**src/rtl/ps_cfg_pkg.sv**
```systemverilog
package ps_cfg_pkg;

    typedef enum logic [1:0] {
        ERR_NONE        = 2'd0,
        ERR_NOT_READY   = 2'd1,
        ERR_STATUS_LOST = 2'd2,
        ERR_NO_DONE     = 2'd3
    } cfg_err_e;

    typedef enum logic [2:0] {
        ST_IDLE,
        ST_PULSE,
        ST_WAKE,
        ST_POLL,
        ST_SHIFT,
        ST_SETTLE
    } cfg_state_e;

endpackage

```
**src/rtl/ps_wait_timer.sv**
```systemverilog
module ps_wait_timer #(
    parameter int W = 8
) (
    input  logic         clk,
    input  logic         rst_n,
    input  logic         clr_i,
    output logic [W-1:0] cnt_o
);
    localparam logic [W-1:0] TOP = {W{1'b1}};

    logic [W-1:0] cnt_d, cnt_q;

    always_comb begin
        if (clr_i)
            cnt_d = '0;
        else if (cnt_q == TOP)
            cnt_d = cnt_q;
        else
            cnt_d = cnt_q + 1'b1;
    end

    always_ff @(posedge clk or negedge rst_n) begin
        if (!rst_n) cnt_q <= '0;
        else        cnt_q <= cnt_d;
    end

    assign cnt_o = cnt_q;

endmodule

```
**src/rtl/ps_bit_shifter.sv**
```systemverilog
module ps_bit_shifter #(
    parameter int HALF_CYC = 2
) (
    input  logic       clk,
    input  logic       rst_n,
    input  logic       flush_i,
    input  logic       load_i,
    input  logic [7:0] byte_i,
    output logic       ready_o,
    output logic       active_o,
    output logic       cclk_o,
    output logic       dout_o
);
    localparam int SLOT = 2 * HALF_CYC;
    localparam int CW = (SLOT > 2) ? $clog2(SLOT) : 1;
    localparam logic [CW-1:0] LAST_CNT = CW'(SLOT - 1);
    localparam logic [CW-1:0] HI_CNT   = CW'(HALF_CYC);

    typedef struct packed {
        logic          active;
        logic [CW-1:0] cnt;
        logic [2:0]    bitn;
        logic [7:0]    sh;
        logic          cclk;
        logic          dout;
    } shf_t;

    shf_t d, q;
    logic last_slot;

    always_comb begin
        d = q;
        last_slot = q.active && (q.cnt == LAST_CNT) && (q.bitn == 3'd7);
        ready_o   = !q.active || last_slot;
        if (q.active) begin
            // data moves one cycle after the clock has fallen
            if (q.cnt == '0) d.dout = q.sh[0];
            if (q.cnt == LAST_CNT) begin
                d.cnt  = '0;
                d.sh   = {1'b0, q.sh[7:1]};
                d.bitn = q.bitn + 3'd1;
                if (q.bitn == 3'd7) d.active = 1'b0;
            end else begin
                d.cnt = q.cnt + 1'b1;
            end
        end else begin
            d.dout = 1'b0;
        end
        if (load_i && ready_o) begin
            d.active = 1'b1;
            d.cnt    = '0;
            d.bitn   = '0;
            d.sh     = byte_i;
        end
        if (flush_i) begin
            d.active = 1'b0;
            d.cnt    = '0;
            d.bitn   = '0;
        end
        d.cclk = d.active && (d.cnt >= HI_CNT);
    end

    always_ff @(posedge clk or negedge rst_n) begin
        if (!rst_n) q <= '0;
        else        q <= d;
    end

    assign active_o = q.active;
    assign cclk_o   = q.cclk;
    assign dout_o   = q.dout;

    assert_data_moves_low_R5: assert property (@(posedge clk) disable iff (!rst_n)
        !$stable(dout_o) |-> (!cclk_o && !$past(cclk_o)))
        else $error("data line moved around a high clock");

    assert_load_when_ready_R7: assert property (@(posedge clk) disable iff (!rst_n)
        (load_i && !flush_i) |-> ready_o)
        else $error("byte offered to a shifter that is mid-byte");

endmodule

```
**src/rtl/ps_cfg_master.sv**
```systemverilog
module ps_cfg_master
    import ps_cfg_pkg::*;
#(
    parameter int CLK_MHZ        = 100,
    parameter int WAKE_US        = 60,
    parameter int SETTLE_US      = 10,
    parameter int PULSE_CYC      = 200,
    parameter int STATUS_TMO_CYC = 100000,
    parameter int HALF_CYC       = 2,
    parameter int LEN_W          = 24
) (
    input  logic             clk,
    input  logic             rst_n,
    input  logic             start_i,
    input  logic [LEN_W-1:0] length_i,
    input  logic [7:0]       s_data_i,
    input  logic             s_valid_i,
    output logic             s_ready_o,
    output logic             cfg_req_n_o,
    output logic             cclk_o,
    output logic             dout_o,
    input  logic             status_i,
    input  logic             done_i,
    output logic             busy_o,
    output logic             finish_o,
    output logic             ok_o,
    output logic [1:0]       err_o
);
    localparam int WAKE_CYC   = CLK_MHZ * WAKE_US;
    localparam int SETTLE_CYC = CLK_MHZ * SETTLE_US;
    localparam int MAX_A      = (WAKE_CYC > SETTLE_CYC) ? WAKE_CYC : SETTLE_CYC;
    localparam int MAX_B      = (PULSE_CYC > STATUS_TMO_CYC) ? PULSE_CYC : STATUS_TMO_CYC;
    localparam int MAX_CYC    = (MAX_A > MAX_B) ? MAX_A : MAX_B;
    localparam int TW         = $clog2(MAX_CYC + 1);
    localparam logic [TW-1:0] PULSE_LAST  = TW'(PULSE_CYC - 1);
    localparam logic [TW-1:0] WAKE_LAST   = TW'(WAKE_CYC - 1);
    localparam logic [TW-1:0] TMO_LAST    = TW'(STATUS_TMO_CYC - 1);
    localparam logic [TW-1:0] SETTLE_LAST = TW'(SETTLE_CYC - 1);

    typedef struct packed {
        cfg_state_e       state;
        logic [LEN_W-1:0] rem;
        logic             cfg_n;
        logic             ok;
        cfg_err_e         err;
        logic             fin;
    } ctl_t;

    ctl_t d, q;
    logic [TW-1:0] tmr;
    logic tmr_clr, sh_load, sh_flush, sh_ready, sh_active;

    ps_wait_timer #(.W(TW)) u_timer (
        .clk   (clk),
        .rst_n (rst_n),
        .clr_i (tmr_clr),
        .cnt_o (tmr)
    );

    ps_bit_shifter #(.HALF_CYC(HALF_CYC)) u_shift (
        .clk      (clk),
        .rst_n    (rst_n),
        .flush_i  (sh_flush),
        .load_i   (sh_load),
        .byte_i   (s_data_i),
        .ready_o  (sh_ready),
        .active_o (sh_active),
        .cclk_o   (cclk_o),
        .dout_o   (dout_o)
    );

    always_comb begin
        d         = q;
        d.fin     = 1'b0;
        sh_flush  = 1'b0;
        s_ready_o = (q.state == ST_SHIFT) && (q.rem != '0) && sh_ready;
        sh_load   = s_ready_o && s_valid_i;
        case (q.state)
            ST_IDLE: if (start_i) begin
                d.state = ST_PULSE;
                d.cfg_n = 1'b0;
                d.ok    = 1'b0;
                d.err   = ERR_NONE;
                d.rem   = length_i;
            end
            ST_PULSE: if (tmr == PULSE_LAST) begin
                d.state = ST_WAKE;
                d.cfg_n = 1'b1;
            end
            ST_WAKE: if (tmr == WAKE_LAST) d.state = ST_POLL;
            ST_POLL: begin
                if (status_i) begin
                    d.state = ST_SHIFT;
                end else if (tmr == TMO_LAST) begin
                    d.state = ST_IDLE;
                    d.err   = ERR_NOT_READY;
                    d.fin   = 1'b1;
                end
            end
            ST_SHIFT: begin
                if (!status_i) begin
                    sh_flush = 1'b1;
                    d.state  = ST_IDLE;
                    d.err    = ERR_STATUS_LOST;
                    d.fin    = 1'b1;
                end else begin
                    if (sh_load) d.rem = q.rem - 1'b1;
                    if (q.rem == '0 && !sh_active) d.state = ST_SETTLE;
                end
            end
            ST_SETTLE: if (tmr == SETTLE_LAST) begin
                d.state = ST_IDLE;
                d.fin   = 1'b1;
                if (done_i) d.ok  = 1'b1;
                else        d.err = ERR_NO_DONE;
            end
            default: d.state = ST_IDLE;
        endcase
        tmr_clr = (d.state != q.state);
    end

    always_ff @(posedge clk or negedge rst_n) begin
        if (!rst_n) begin
            q       <= '0;
            q.state <= ST_IDLE;
            q.cfg_n <= 1'b1;
            q.err   <= ERR_NONE;
        end else begin
            q <= d;
        end
    end

    assign cfg_req_n_o = q.cfg_n;
    assign busy_o      = (q.state != ST_IDLE);
    assign finish_o    = q.fin;
    assign ok_o        = q.ok;
    assign err_o       = q.err;

    assert_req_inside_run_R2: assert property (@(posedge clk) disable iff (!rst_n)
        !cfg_req_n_o |-> busy_o)
        else $error("config request low outside a run");

    assert_clock_only_shifting_R4: assert property (@(posedge clk) disable iff (!rst_n)
        cclk_o |-> (q.state == ST_SHIFT))
        else $error("configuration clock high outside the shift phase");

    assert_idle_rest_R11: assert property (@(posedge clk) disable iff (!rst_n)
        !busy_o |-> (cfg_req_n_o && !cclk_o))
        else $error("idle outputs not at rest");

    assert_idle_data_low_R11: assert property (@(posedge clk) disable iff (!rst_n)
        (!busy_o && $past(!busy_o)) |-> !dout_o)
        else $error("data line high while idle");

    assert_finish_single_R12: assert property (@(posedge clk) disable iff (!rst_n)
        finish_o |=> (!finish_o && !busy_o))
        else $error("finish pulse longer than one cycle");

    assert_ok_clean_R9: assert property (@(posedge clk) disable iff (!rst_n)
        ok_o |-> (err_o == 2'd0))
        else $error("success reported with an error code");

endmodule

```
**config.mk**
```make
export PLATFORM = sky130hd
export DESIGN_NAME = ps_cfg_master
export DESIGN_NICKNAME = d
export VERILOG_FILES = /design/src/rtl/ps_cfg_pkg.sv /design/src/rtl/ps_wait_timer.sv /design/src/rtl/ps_bit_shifter.sv /design/src/rtl/ps_cfg_master.sv
export SDC_FILE = /design/constraint.sdc
export NUM_CORES = 1
export LEC_CHECK = 0
export BUFFER_PORTS_ARGS = -buffer_cell sky130_fd_sc_hd__buf_2
export CAP_MARGIN = 20
export CORE_ASPECT_RATIO = 0.9
export CORE_MARGIN = 1
export CORE_UTILIZATION = 40
export CTS_BUF_LIST = sky130_fd_sc_hd__clkbuf_16
export CTS_CLUSTER_SIZE = 8
export DETAILED_ROUTE_END_ITERATION = 6
export GPL_TIMING_DRIVEN = 0
export SLEW_MARGIN = 20
export SYNTH_ARGS = -nofsm -noshare
export SYNTH_HDL_FRONTEND = slang
export SYNTH_SLANG_ARGS = --single-unit
```
**constraint.sdc**
```tcl
create_clock -name clk -period 3.75 [get_ports clk]
set_input_delay 0.375 -clock clk [delete_from_list [all_inputs] [get_ports clk]]
set_output_delay 0.375 -clock clk [all_outputs]
set_load 0.05 [all_outputs]
```
### Word level (Yosys, flattened, before mapping)

Cells that the tools add are included.

| word-level totals | value |
|---|---|
| bits in writable memories | 0 |
| ROM bits | 0 |
| logic and storage cells | 108 |
| memories kept | 0 |
| input port bits | 38 |
| flip-flop bits (word level) | 65 |
| output and inout bits | 9 |
| latch bits | 0 |

| cells by class | value |
|---|---|
| reduce and logical (&&, ||, !) cells | 29 |
| shift operators | 0 |
| $mul | 0 |
| div/mod/pow operators | 0 |
| $add $sub $neg | 4 |
| equal/unequal tests | 25 |
| bitwise logic cells | 0 |
| $lt $le $gt $ge | 1 |
| muxes and demuxes | 36 |

Operators by type and width:

| cell | number |
|---|---|
| 24-bit 2-to-1 mux | 2 |
| 24-bit one-hot mux with 2 select lines | 1 |
| 17-bit equality test (second input constant) | 2 |
| 17-bit 2-to-1 mux | 2 |
| 31-bit 2-to-1 mux | 1 |
| 3-bit 2-to-1 mux | 10 |
| 14-bit 2-to-1 mux | 2 |
| 24-bit zero test | 1 |
| 24-bit nonzero test | 1 |
| 24-bit by 1-bit subtractor with 24-bit output (second input constant) | 1 |
| 2-bit inequality test (second input constant) | 11 |
| 3-bit one-hot mux with 6 select lines | 1 |
| 17-bit by 1-bit adder with 17-bit output (second input constant) | 1 |
| 17-bit by 10-bit equality test with 1-bit output (second input constant) | 1 |
| 17-bit by 13-bit equality test with 1-bit output (second input constant) | 1 |
| 17-bit by 8-bit equality test with 1-bit output (second input constant) | 1 |
| 11-bit 2-to-1 mux | 1 |
| 2-bit nonzero test | 5 |
| 3-bit equality test (second input constant) | 3 |
| 3-bit nonzero test | 3 |
| 1-bit logical AND | 8 |
| 1-bit 2-to-1 mux | 8 |
| 2-bit one-hot mux with 4 select lines | 1 |
| 4-bit AND reduction | 2 |
| 21 further kinds | 25 |

### Logic depth before layout (Yosys ltp)

Gate-level depths: netlist (run 1).

| logic depth | value |
|---|---|
| depth after elaboration | 11 |
| depth in mapped cells | 12 |
| gate-level depth less buffers | 10 |

### Cells and area by module

A second synthesis (run 1) with hierarchy kept.

| second synthesis, totals | value |
|---|---|
| cells, all modules | 453 |
| area, all modules | 4122.7 µm² |

Modules (own cells, without submodules):

| module | sequential area each (µm²) | cells each | instances | area each (µm²) |
|---|---|---|---|---|
| ps_cfg_master | 802.0 | 274 | 1 | 2323.5 |
| ps_bit_shifter | 400.4 | 89 | 1 | 917.1 |
| ps_wait_timer | 425.4 | 90 | 1 | 882.1 |

### Least setup slack after synthesis (run 1)

No wires, ideal clock.

| timing path | value |
|---|---|
| path type | reg2reg |
| from | register u_timer.cnt_q[6] (netlist: u_timer.cnt_o[6]) |
| to | register u_timer.cnt_q[11] (netlist: u_timer.cnt_o[11]) |
| clock period less this slack | 2324 ps |
| buffers on the path | 2 |
| data required time | 3673 ps |
| data arrival time | 2246 ps |
| stages on the path, launching flop included | 13 |
| setup slack | 1426 ps |
| setup time | 77 ps |
| cells stage by stage | dfrtp_1 and3_1 clkbuf_1 and4_1 nand2_1 nor3_1 ha_1 clkbuf_1 nand4b_1 nor2_1 nand4_1 xor2_1 a21oi_1 |

| between the ends | value |
|---|---|
| cells in the longest elaborated chain, start to end | 6 |
| elaborated cells on any way between the ends | 16 |
| classes of those cells | 1 x add/sub; 7 x eq/ne; 8 x mux |

Ends and longest elaborated chain:

| item | RTL line | RTL |
|---|---|---|
| start: declaration | ps_wait_timer.sv:11 | `logic [W-1:0] cnt_d, cnt_q;` |
| start signal: assignment | ps_wait_timer.sv:24 | `else cnt_q <= cnt_d;` |
| 17-bit equality test | ps_cfg_master.sv:94 | `end else if (tmr == TMO_LAST) begin` |
| 3-bit 2-to-1 mux | ps_cfg_master.sv:94 |  |
| 3-bit 2-to-1 mux | ps_cfg_master.sv:92 | `if (status_i) begin` |
| 3-bit one-hot mux with 6 select lines | ps_cfg_master.sv:78 | `case (q.state)` |
| 3-bit inequality test | ps_cfg_master.sv:119 | `tmr_clr = (d.state != q.state);` |
| 2-bit inequality test (no line) or 17-bit 2-to-1 mux (tied branches) | - |  |

Several ways; a longest one is shown, not always the timed one. The select of a mux whose other input is x is not followed.
A chain may end at the register's enable or synchronous reset.

### Worst setup path in the final report (run 1)

| timing path | value |
|---|---|
| from | register u_timer.cnt_q[6] (netlist: u_timer.cnt_o[6]) |
| to | register u_timer.cnt_q[13] (netlist: u_timer.cnt_o[13]) |

The elaborated chain is that of the path after synthesis.

==> results of run 1 <==
sequential cells by signal, summed over array words and instances (netlist names), 2 cells and up:
signal         count
err_o              2
q                 27
u_shift.q         13
u_timer.cnt_o     17
critical path: cells and delay by family (launching register included):
kind | cells | cell delay, ns
XOR/XNOR | 1 | 0.16
buffers and inverters | 2 | 0.34
adder cells (fa/ha/maj) | 1 | 0.17
flip-flops | 1 | 0.45
AO/OA/AOI/OAI | 1 | 0.13
AND/OR/NAND/NOR | 7 | 1.41
metrics by stage:
stage,std cells,utilization [%],hold WS [ns]
2_1_floorplan,431,-,0.0794
3_3_place_gp,603,45.5,0.468
3_5_place_dp,604,45.8,0.300
4_1_cts,621,48.8,0.226
5_1_grt,621,48.8,0.238
6_report,622,48.9,0.232
cells in the mapped netlist (3+ instances only):
cell type / number
sky130_fd_sc_hd__a21oi_1: 29
sky130_fd_sc_hd__a221o_1: 3
sky130_fd_sc_hd__a22o_2: 4
sky130_fd_sc_hd__a22oi_1: 5
sky130_fd_sc_hd__a31oi_1: 5
sky130_fd_sc_hd__and2_2: 3
sky130_fd_sc_hd__and3_1: 8
sky130_fd_sc_hd__and3_2: 4
sky130_fd_sc_hd__buf_2: 5
sky130_fd_sc_hd__buf_4: 4
sky130_fd_sc_hd__clkbuf_1: 11
sky130_fd_sc_hd__clkbuf_8: 4
sky130_fd_sc_hd__dfrtp_1: 64
sky130_fd_sc_hd__ha_1: 8
sky130_fd_sc_hd__inv_1: 9
sky130_fd_sc_hd__mux2i_1: 13
sky130_fd_sc_hd__nand2_1: 47
sky130_fd_sc_hd__nand2b_1: 4
sky130_fd_sc_hd__nand3_1: 19
sky130_fd_sc_hd__nand4_1: 5
sky130_fd_sc_hd__nor2_1: 23
sky130_fd_sc_hd__nor2b_1: 5
sky130_fd_sc_hd__nor3_1: 14
sky130_fd_sc_hd__nor4_1: 5
sky130_fd_sc_hd__o211ai_1: 3
sky130_fd_sc_hd__o21ai_0: 29
sky130_fd_sc_hd__o22ai_1: 8
sky130_fd_sc_hd__o2bb2ai_1: 8
sky130_fd_sc_hd__xnor2_1: 3
sky130_fd_sc_hd__xor2_1: 13
routing by layer:
layer	GRT usage [%]	up-vias	wire length (um)
met1	28.8	1710	5050
met4	6.53	0	108
met2	34.1	88	4890
met5	0	-	0
met3	5.84	10	616
li1	-	1723	-
logic make-up (layout without fill, tap and decap cells):
kind of cell,Yosys count,count (layout)
AO/OA/AOI/OAI,123,123
buffers and inverters,38,102
XOR/XNOR,16,16
AND/OR/NAND/NOR,166,166
flip-flops,65,65
other,0,1
multiplexers,15,15
adder cells (fa/ha/maj),8,8
worst min path at each step:
stage | from | to | slack, ns | cells past startpoint
after floorplan | rst_n | err_o[0] | 0.08 | 0
after global placement | ok_o | ok_o | 0.47 | 2
after detailed placement | rst_n | u_shift.q[3] | 0.30 | 1
after CTS | s_data_i[7] | u_shift.q[9] | 0.23 | 3
after global routing | s_data_i[7] | u_shift.q[9] | 0.24 | 3
final | s_data_i[7] | u_shift.q[9] | 0.23 | 3
cell type report:
type                       instances  area, um^2  share of cell area, %
buffer                            29         203                   4.26
timing repair buffer              48         270                   5.68
tap                              126         158                   3.31
inverter                           9        33.8                  0.710
clock inverter                     7        53.8                   1.13
multi-input combinational        328        2190                   45.9
sequential                        65        1630                   34.2
clock buffer                       9         225                   4.73
antenna                            1        2.50                 0.0526
power groups by stage:
stage	logic (mW)	registers (mW)	clock network [mW]
6_report	0.705	1.01	0.800
5_1_grt	0.788	1.04	0.850
4_1_cts	0.703	1.01	0.818
3_5_place_dp	0.700	1.02	0
3_3_place_gp	0.683	1.01	0
2_1_floorplan	0.507	1.01	0
==> summary.md, run 1 <==
| Metric | Value |
|---|---|
| FF-to-FF path depth | 12 |
| Reported leakage power | 2.10 nW |
| Global routing usage summed across all routing layers | 21.6% |
| Total Power Consumption | 2.52 mW |
| Placeable core area | 9740 um^2 |
| Number of buffers inserted by post-CTS setup repair | 0 |
| Switching power | 0.854 mW |
| Final Skew | 0.0105 ns |
| Main synth FF type | sky130_fd_sc_hd__dfrtp_1 |
| Share of the cycle needed by the critical path after routing | 73.2% |
| Synth warn | 0 |
| Clock tree from TritonCTS | yes |
| Placement-stage worst setup slack | 1.03 ns |
| Die area | 10,500 um^2 |
| Type of the most critical hold path | input port to flip-flop |
| Setup repair after global routing missed its margin | false |
| Overall die height | 97.4 um |
| Number of vias per cell after detailed routing | 5.68 |
| Tightest Pin Transition | 0.714 ns |
| Multiplexer share of the synthesized area | 3.77% |
| Maximum number of pins on one net before global-route repair | 45 |
| FF-to-FF setup slack | 1.01 ns |
| Global placer's final weighted congestion | 0.860 |
| Worst path arrival time | 2.99 ns |
| Vias in the first global route | 3,448 |
| Crit path launch | u_timer.cnt_o[6] |
| Post-route standard cell area excluding fillers | 4760 um^2 |
| Final setup TNS | 0 ns |
| Reg2Reg Launch Point | u_timer.cnt_o[6] |
| Area share of the largest cell type after synthesis | 39.6% |
| Power density cells | 529 nW/um^2 |
| Power share of the sequential group | 40.3% |
| Fraction of the mapped netlist area in compound gates | 21.0% |
| Power share of the clock group | 31.8% |
| Leading post-synthesis cells by cell area | sky130_fd_sc_hd__dfrtp_1 40%, sky130_fd_sc_hd__nand2_1 4.4%, sky130_fd_sc_hd__a21oi_1 3.6%, sky130_fd_sc_hd__o21ai_0 3.6%, sky130_fd_sc_hd__mux2i_1 3.2% |
| Remaining antenna violation count after routing | 0 |
| Worst Path Required | 4.00 ns |
| Worst supply voltage drop on vdd | 278 uV |
| DRT iter0 DRCs | 250 |
| Crit Path Class | flip-flop to flip-flop |
| Cell-internal power | 1.66 mW |
| Maximum fanout count along the critical path | 7 |
| Synthesized area | 4040 um^2 |
| Starting utilization of the core area | 41.5% |
| Destination of the worst register-to-register timing path | u_timer.cnt_o[13] |
| Startpoint types | flip-flop |
| Commonest cells after routing, fill and taps aside | 64 x sky130_fd_sc_hd__dfrtp_1, 50 x sky130_fd_sc_hd__buf_2, 47 x sky130_fd_sc_hd__nand2_1 |
| Fill cell instance count of the final layout | 910 |
| Hold buffer count at CTS | 1 |
| Most common library cell in the layout ignoring fill and taps | sky130_fd_sc_hd__dfrtp_1 |
| Cell at the slowest stage of the critical path | sky130_fd_sc_hd__dfrtp_1 |
| Number of nets produced by synthesis | 477 |
| Proportion of synthesized chip area in sequential cells | 40.3% |
| Area growth from synthesis to layout | 17.7% |
| Mapped Avg Cell Area | 9.38 um^2 |
| Capture point of the worst path | u_timer.cnt_o[13] |
| Final routed DRC violation total | 0 |
| Clock buffer depth | 2 |
| Placement Cell Area | 4460 um^2 |
| Simple-gate portion of the synthesized area | 23.2% |
| Gate count after technology mapping | 431 |
| Capturing element type of the critical path | flip-flop |
| Quantity of I/O buffers inserted on ports | 46 |
| Number of antenna violations at the first check in global routing | 1 |
| CTS Buf Count | 9 |
| Max-cap violations | 0 |
| Final-stage net count | 536 |
| Adder-cell share of the synthesized area | 2.48% |
| Comb pwr share | 28.0% |
| Critical Path Max Stage Delay | 0.45 ns |
| Vias post-DR | 3,531 |
| Final min period | 2.74 ns |
| PostCTS Resize Cnt | 0 |
| Detailed Routing Iterations Pass 1 | 4 |
| Achievable frequency | 0.365 GHz |
| Proportion of synthesized flip-flops having asynchronous set or reset | 100% |
| Netlist cell types | 79 |
| Worst rel slew slack | 52.0% |
| Clock-pin slew on the worst setup and hold paths | 0.05 ns |
| Proportion of layout cells with a drive suffix above 1 | 22.0% |
| Count of flip-flops with a built-in enable after synthesis | 0 |
| Combinational family with the most area after synthesis | simple AND/OR/NAND/NOR gates |
| CTS sink cnt | 65 |
| Final hold violation count | 0 |
| Switching share of total power | 33.9% |
| Library cell appearing most often on the critical path | sky130_fd_sc_hd__clkbuf_1 |
| Horizontal die dimension | 108 um |
| Worst-Skew Late Latency | 0.34 ns |
| Routed WL per cell | 17.2 um |
| Gr ovfl total | 0 |
| Post-layout worst setup margin | 1.01 ns |
| Pins Over Slew Limit | 0 |
| Outcome | complete, no violations |
| Library cell with the largest summed area after synthesis | sky130_fd_sc_hd__dfrtp_1 |
| Final setup fails | 0 |
| Global-route wire length before repair | 17,300 um |
| Sum of routed wire length over all layers | 10,700 um |
| Core Rows | 34 |
| Post-synthesis xor/xnor area fraction | 3.47% |
| CTS root buf | sky130_fd_sc_hd__clkbuf_16 |
| Maximum level of the CTS H-tree | 3 |
| Top-Level Pins | 47 |
| Crit-path cells | and3_1 > clkbuf_1 > and4_1 > nand2_1 > nor3_1 > ha_1 > clkbuf_1 > nand4b_1 > nor2_1 > nand4_1 > xor2_1 > a21oi_1 |
| Yosys reg bits | 65 |
| Half-perimeter wire length after detailed placement | 7590 um |
Power figures use the tool's default switching activity.
==> run 2, diff against run 1 <==
Settings changed: ABC_AREA from default to 1.
Clock period 3.75 ns to 2.4 ns, I/O delays scaled along.
==> run 2 against run 1 <==
  * Critical endpoint is now u_timer.cnt_o[14]
  * Fmax rose by 24%
  * Largest cell class unchanged
  * Hold slack got worse by 0.088 ns
  * Highest routed layer unchanged
  * Register-to-register slack worse by 0.82 ns
==> summary.md, run 2 <==
| Metric | Value |
|---|---|
| Worst path arrival time | 2.48 ns (-0.51 ns) |
| Worst supply voltage drop on vdd | 487 uV (+75%) |
| Maximum fanout count along the critical path | 8 (+1) |
| Area share of the largest cell type after synthesis | 38.3% (-1.3 points) |
| Maximum level of the CTS H-tree | 3 (unchanged) |
| Worst-Skew Late Latency | 0.34 ns (about the same) |
| Top-Level Pins | 47 (unchanged) |
| Total Power Consumption | 5.18 mW (+110%) |
| Final routed DRC violation total | 0 (unchanged) |
| CTS sink cnt | 65 (unchanged) |
| Critical Path Max Stage Delay | 0.32 ns (-0.13 ns) |
| Horizontal die dimension | 110 um (+1.6%) |
| Worst rel slew slack | 62.7% (+11 points) |
| Vias post-DR | 4,014 (+14%) |
| Final min period | 2.21 ns (-0.530 ns) |
| Yosys reg bits | 65 (unchanged) |
| Placement Cell Area | 4600 um^2 (+3.1%) |
| Tightest Pin Transition | 0.560 ns (-0.154 ns) |
| Final setup fails | 0 (unchanged) |
| Proportion of layout cells with a drive suffix above 1 | 13.7% (-8.3 points) |
| Clock buffer depth | 2 (unchanged) |
| Area taken by flip-flops and latches | 1630 um^2 (about the same) |
| CTS Buf Count | 9 (unchanged) |
| Tightest hold margin | 0.144 ns (-0.0885 ns) |
| Clock-pin slew on the worst setup and hold paths | 0.06 ns (about the same) |
| Post-route standard cell area excluding fillers | 4930 um^2 (+3.5%) |
| Number of vias per cell after detailed routing | 5.02 (-12%) |
| Number of flip-flops in the largest register | 27 (unchanged) |
| Proportion of synthesized flip-flops having asynchronous set or reset | 100% (unchanged) |
| Share of the cycle needed by the critical path after routing | 92.2% (+19 points) |
| Routed WL per cell | 13.2 um (-23%) |
| Met2 track utilization from global routing | 32.7% (-1.4 points) |
| Mapped Avg Cell Area | 6.90 um^2 (-26%) |
| Pins Over Slew Limit | 0 (unchanged) |
| Number of antenna violations at the first check in global routing | 0 (-1) |
| Remaining antenna violation count after routing | 0 (unchanged) |
| CTS root buf | sky130_fd_sc_hd__clkbuf_16 |
| DRT iter0 DRCs | 217 (-13%) |
| Library cell appearing most often on the critical path | sky130_fd_sc_hd__nor2_1 |
| Overall die height | 99.0 um (+1.6%) |
| Met1 track demand over resource in global routing | 30.7% (+1.9 points) |
| Gate count after technology mapping | 606 (+41%) |
| Type of the most critical hold path | input port to flip-flop |
| Commonest cells after routing, fill and taps aside | 195 x sky130_fd_sc_hd__nand2_1, 90 x sky130_fd_sc_hd__nor2_1, 66 x sky130_fd_sc_hd__inv_1 |
| Die area | 10,900 um^2 (+3.3%) |
| Sum of routed wire length over all layers | 10,500 um (-1.3%) |
| FF-to-FF path depth | 13 (+1) |
| Synth warn | 0 (unchanged) |
| Most common library cell in the layout ignoring fill and taps | sky130_fd_sc_hd__nand2_1 |
| Startpoint types | flip-flop |
| Starting utilization of the core area | 41.0% (-0.54 points) |
| Global-route wire length before repair | 18,200 um (+5.0%) |
| Count of non-filler cells in the finished layout | 800 (+29%) |
| Count of flip-flops with a built-in enable after synthesis | 0 (unchanged) |
| Reported leakage power | 2.50 nW (+19%) |
| Quantity of I/O buffers inserted on ports | 46 (unchanged) |
| Placement-stage worst setup slack | -0.0276 ns (-1.06 ns) |
| Final hold violation count | 0 (unchanged) |
| Core Rows | 35 (+2.9%) |
| Number of nets produced by synthesis | 652 (+37%) |
| Multi-input gate area in the final layout | 2200 um^2 (+0.63%) |
| Post-layout worst setup margin | 0.187 ns (-0.820 ns) |
| Global placer's final weighted congestion | 0.902 (+4.8%) |
| Final setup TNS | 0 ns (unchanged) |
| Achievable frequency | 0.452 GHz (+24%) |
| Final-stage net count | 712 (+33%) |
| Max-cap violations | 0 (unchanged) |
| Netlist cell types | 38 (-52%) |
| Gr ovfl total | 0 (unchanged) |
| # diodes | 0 (-1) |
| Leading post-synthesis cells by cell area | sky130_fd_sc_hd__dfrtp_1 38%, sky130_fd_sc_hd__nand2_1 18%, sky130_fd_sc_hd__nor2_1 8.2%, sky130_fd_sc_hd__inv_1 5.7%, sky130_fd_sc_hd__o21ai_0 5.6% |
| Synthesized area | 4180 um^2 (+3.4%) |
| Maximum number of pins on one net before global-route repair | 50 (+11%) |
| Crit-path cells | buf_2 > nand2_1 > nor2_1 > inv_1 > nor3_2 > ha_2 > inv_1 > nand3_1 > nor2_1 > nand2_1 > nor2_1 > xor2_1 > nor2_1 |
| Worst Path Required | 2.67 ns (-1.33 ns) |
| Register name with the most flops | q |
| Half-perimeter wire length after detailed placement | 7790 um (+2.7%) |
| Main synth FF type | sky130_fd_sc_hd__dfrtp_1 |
| Busiest metal layer after global routing | met2 |
| Vias in the first global route | 3,816 (+11%) |
| Detailed Routing Iterations Pass 1 | 5 (+1) |
| Clock tree from TritonCTS | yes |
| Post-route core utilization | 48.3% (-0.58 points) |
| Fill cell instance count of the final layout | 1,046 (+15%) |
| Global routing usage summed across all routing layers | 22.0% (+0.37 points) |
| Most numerous cell in the Yosys netlist | sky130_fd_sc_hd__nand2_1 |
| Area growth from synthesis to layout | 17.8% |
| Placeable core area | 10,200 um^2 (+4.7%) |
| Crit Path Class | flip-flop to flip-flop |
| Final Skew | 0.00965 ns (-0.000881 ns) |
| Power density cells | 1050 nW/um^2 (+99%) |
| Outcome | complete, no violations |
| Library cell with the largest summed area after synthesis | sky130_fd_sc_hd__dfrtp_1 |
| Capturing element type of the critical path | flip-flop |
| Placed Instances | 782 (+29%) |
| Met3 routing resource usage after global routing | 6.08% (+0.25 points) |
| Cell count of the worst hold path | 3 (unchanged) |
| Top cell types by occurrence after synthesis | 195 x sky130_fd_sc_hd__nand2_1, 91 x sky130_fd_sc_hd__nor2_1, 64 x sky130_fd_sc_hd__dfrtp_1, 64 x sky130_fd_sc_hd__inv_1, 47 x sky130_fd_sc_hd__o21ai_0 |
| Proportion of synthesized chip area in sequential cells | 38.9% (-1.3 points) |
| Cell at the slowest stage of the critical path | sky130_fd_sc_hd__dfrtp_1 |
run 2: cell count changes after synthesis, sizes merged, moves of 6 or more:
cell	delta
clkbuf	-13
nand2	+150
nand3	+23
a21oi	-21
o21ai	+16
mux2i	-12
o22ai	-8
nor2	+69
and3	-11
inv	+57
o2bb2ai	-8
nor3	-6
run 2: routing by layer:
| metal | wire length [um] | part of all wire, % | vias to the layer above |
|---|---|---|---|
| li1 | - | - | 2051 |
| met5 | 0 | 0 | - |
| met3 | 535 | 5.1 | 13 |
| met2 | 4540 | 43 | 82 |
| met4 | 172 | 1.6 | 0 |
| met1 | 5280 | 50 | 1868 |
run 2: area by class of cell:
type / count / share of cell area, %
Inverter: 66 / 5.08
Tap cell: 129 / 3.28
Sequential cell: 65 / 33.1
Buffer: 16 / 2.21
Multi-Input combinational cell: 458 / 44.7
Clock buffer: 9 / 4.57
Clock inverter: 7 / 1.35
Timing Repair Buffer: 50 / 5.79
run 2: cell families after synthesis:
kind of cell,after synthesis,share of synthesized area [%]
fa+ha+maj,8,2.39
compound gates,71,9.61
buf+inv,83,8.68
mux,1,0.239
simple gates,358,35.9
xor+xnor,20,4.19
flops,65,38.9
run 2: what timing repair did:
action,CTS,global route
resized for setup,0,4
endpoints found under the setup margin,1,9
endpoints found under the hold margin,15,0
pin swaps,0,1
hold buffers,1,0
setup buffers,0,2
run 2: final timing paths:
check | startpoint | to | slack, ns
max in group asynchronous | rst_n | u_timer.cnt_o[6] | 1.54
hold / removal | s_data_i[7] | u_shift.q[9] | 0.14
setup / recovery | u_timer.cnt_o[8] | u_timer.cnt_o[14] | 0.19
hold reg to reg | q[28] | q[28] | 0.49
min in group asynchronous | rst_n | u_timer.cnt_o[11] | 0.33
setup reg to reg | u_timer.cnt_o[8] | u_timer.cnt_o[14] | 0.19
run 2: report_power, final:
group,switching [mW],internal (mW),leakage [nW]
Sequential,0.310,1.45,0.860
Clock,0.507,0.795,0.144
Combinational,1.40,0.726,1.50
run 2: worst max-delay path: cells and delay by family (launching register included):
kind | cells | cell delay (ns)
xor+xnor | 1 | 0.13
fa+ha+maj | 1 | 0.28
buf+inv | 3 | 0.40
flops | 1 | 0.32
simple gates | 8 | 1.02
==> run 3, diff against run 2 <==
Settings changed: REMOVE_ABC_BUFFERS from default to 1.
==> run 3 against run 2 <==
  * Hold slack improved by 0.025 ns
  * Via count decreased by 0.15%
  * Clock skew increased by 0.00053 ns
  * Total power is 3.0% lower
  * Critical path depth shrank 1
  * Die area unchanged
  * Sequential power about the same
  * Wire length fell by 0.14%
==> summary.md, run 3 (same netlist as run 2, synthesis figures left out) <==
| Metric | Value |
|---|---|
| Outcome | complete, no violations |
| Global routing usage summed across all routing layers | 21.6% (-0.38 points) |
| Post-layout worst setup margin | 0.248 ns (+0.0611 ns) |
| Proportion of layout cells with a drive suffix above 1 | 12.8% (-0.94 points) |
| Clock buffer depth | 2 (unchanged) |
| Maximum level of the CTS H-tree | 3 (unchanged) |
| Sum of routed wire length over all layers | 10,500 um (-0.14%) |
| Number of antenna violations at the first check in global routing | 0 (unchanged) |
| Pins Over Slew Limit | 0 (unchanged) |
| Most common library cell in the layout ignoring fill and taps | sky130_fd_sc_hd__nand2_1 |
| Worst supply voltage drop on vdd | 558 uV (+15%) |
| Reported leakage power | 2.44 nW (-2.7%) |
| Reg2Reg Launch Point | u_timer.cnt_o[0] |
| Post-route standard cell area excluding fillers | 4840 um^2 (-1.7%) |
| Maximum fanout count along the critical path | 6 (-2) |
| Final Skew | 0.0102 ns (+0.000534 ns) |
| Number of vias per cell after detailed routing | 5.09 (+1.5%) |
| Vias in the first global route | 3,897 (+2.1%) |
| Placement Cell Area | 4510 um^2 (-2.1%) |
| Register name with the most flops | q |
| Tightest hold margin | 0.169 ns (+0.0253 ns) |
| Clock-pin slew on the worst setup and hold paths | 0.06 ns (about the same) |
| Worst-Skew Late Latency | 0.34 ns (about the same) |
| Placed Instances | 766 (-2.0%) |
| Max-cap violations | 0 (unchanged) |
| Placement-stage worst setup slack | -0.342 ns (-0.315 ns) |
| Core Rows | 35 (unchanged) |
| Fill cell instance count of the final layout | 1,036 (-0.96%) |
| Area taken by flip-flops and latches | 1630 um^2 (about the same) |
| Crit path launch | u_timer.cnt_o[0] |
| Type of the most critical hold path | input port to flip-flop |
| Horizontal die dimension | 110 um (unchanged) |
| Worst Path Required | 2.61 ns (-0.06 ns) |
| Overall die height | 99.0 um (unchanged) |
| Met3 routing resource usage after global routing | 4.83% (-1.3 points) |
| Final hold violation count | 0 (unchanged) |
| # diodes | 0 (unchanged) |
| Detailed Routing Iterations Pass 1 | 5 (unchanged) |
| Maximum number of pins on one net before global-route repair | 52 (+4.0%) |
| Area growth from synthesis to layout | 15.9% |
| Routed WL per cell | 13.4 um (+1.5%) |
| Starting utilization of the core area | 41.0% (unchanged) |
| Post-route core utilization | 47.5% (-0.81 points) |
| Die area | 10,900 um^2 (unchanged) |
| Share of the cycle needed by the critical path after routing | 89.7% (-2.5 points) |
| Startpoint types | flip-flop |
| Setup repair after global routing missed its margin | false |
| Quantity of I/O buffers inserted on ports | 46 (unchanged) |
| Multi-input gate area in the final layout | 2230 um^2 (+1.4%) |
| Remaining antenna violation count after routing | 0 (unchanged) |
| Worst path arrival time | 2.37 ns (-0.11 ns) |
| Commonest cells after routing, fill and taps aside | 194 x sky130_fd_sc_hd__nand2_1, 90 x sky130_fd_sc_hd__nor2_1, 66 x sky130_fd_sc_hd__inv_1 |
| Final setup fails | 0 (unchanged) |
| CTS Buf Count | 9 (unchanged) |
| Hold path startpoint | s_data_i[7] |
| Number of flip-flops in the largest register | 27 (unchanged) |
| CTS sink cnt | 65 (unchanged) |
| Busiest metal layer after global routing | met2 |
| Met1 track demand over resource in global routing | 29.6% (-1.1 points) |
| Half-perimeter wire length after detailed placement | 7280 um (-6.5%) |
| Final-stage net count | 699 (-1.8%) |
| Count of non-filler cells in the finished layout | 787 (-1.6%) |
| Tightest Pin Transition | 0.534 ns (-0.0256 ns) |
| Placeable core area | 10,200 um^2 (unchanged) |
| CTS root buf | sky130_fd_sc_hd__clkbuf_16 |
| Total Power Consumption | 5.03 mW (-3.0%) |
| Clock tree from TritonCTS | yes |
| Gr ovfl total | 0 (unchanged) |
| Final routed DRC violation total | 0 (unchanged) |
| Global placer's final weighted congestion | 0.896 (-0.64%) |
| Achievable frequency | 0.465 GHz (+2.8%) |
| Capturing element type of the critical path | flip-flop |
| DRT iter0 DRCs | 232 (+6.9%) |
| Vias post-DR | 4,008 (-0.15%) |
| Crit Path Class | flip-flop to flip-flop |
| Worst rel slew slack | 64.4% (+1.7 points) |
| Final min period | 2.15 ns (-0.0611 ns) |
| Final setup TNS | 0 ns (unchanged) |
| Top-Level Pins | 47 (unchanged) |
| Global-route wire length before repair | 18,100 um (-0.30%) |
| Power density cells | 1040 nW/um^2 (-1.3%) |
| Met2 track utilization from global routing | 32.6% (-0.097 points) |
run 3: changes by cell type in the layout (fill, tap and decap cells not counted), moves of 2 or more:
cell                         previous run  this run
sky130_fd_sc_hd__buf_2                 51        45
sky130_fd_sc_hd__buf_4                  6         3
sky130_fd_sc_hd__buf_6                  4         0
sky130_fd_sc_hd__clkbuf_1               2         0
sky130_fd_sc_hd__clkinvlp_4             2         4
run 3: layer usage:
metal	part of all wire [%]	routed length, um
met3	5.4	566
met1	48	5070
met2	44	4640
met4	2.3	244
met5	0	0
run 3: critical path: stages, from the launching register on:
cell	delay, ns
sky130_fd_sc_hd__dfrtp_1	0.40
sky130_fd_sc_hd__ha_1	0.23
sky130_fd_sc_hd__nand2_1	0.07
sky130_fd_sc_hd__inv_1	0.08
sky130_fd_sc_hd__nand2_1	0.08
sky130_fd_sc_hd__nor3_1	0.06
sky130_fd_sc_hd__ha_2	0.22
sky130_fd_sc_hd__nor2_1	0.27
sky130_fd_sc_hd__nand2_1	0.14
sky130_fd_sc_hd__nor2_1	0.19
sky130_fd_sc_hd__inv_1	0.07
sky130_fd_sc_hd__o21ai_0	0.15
sky130_fd_sc_hd__nor2_1	0.06
run 3: repair_timing:
item | CTS | global route
gates resized for setup | 2 | 6
pin swaps | 2 | 1
buffers inserted | 1 | 1
gates cloned | 2 | 0
hold buffers | 1 | 0
setup endpoints to repair | 26 | 10
endpoints found under the hold margin | 14 | 0
run 3: report_power, final:
group	total, mW	switching (mW)	internal, mW	leakage, nW
combinational	2.05	1.39	0.661	1.45
sequential	1.78	0.338	1.45	0.858
clock	1.19	0.502	0.688	0.131
total	5.03	2.23	2.80	2.44
run 3: cell type report:
class                           count  area share (%)
Timing Repair Buffer               51            6.20
Tap cell                          129            3.33
Sequential cell                    65            33.7
Multi-Input combinational cell    460            46.0
Clock buffer                        9            4.65
Clock inverter                      7           0.878
Inverter                           66            5.24
run 3: final timing paths:
kind | end | slack [ns] | cells past startpoint
worst min register to register | cfg_req_n_o | 0.48 | 2
worst max-delay path | u_timer.cnt_o[9] | 0.25 | 12
worst max register to register | u_timer.cnt_o[9] | 0.25 | 12
worst min-delay path | u_shift.q[9] | 0.17 | 3
max in group asynchronous | cfg_req_n_o | 1.48 | 3
min in group asynchronous | q[25] | 0.33 | 2
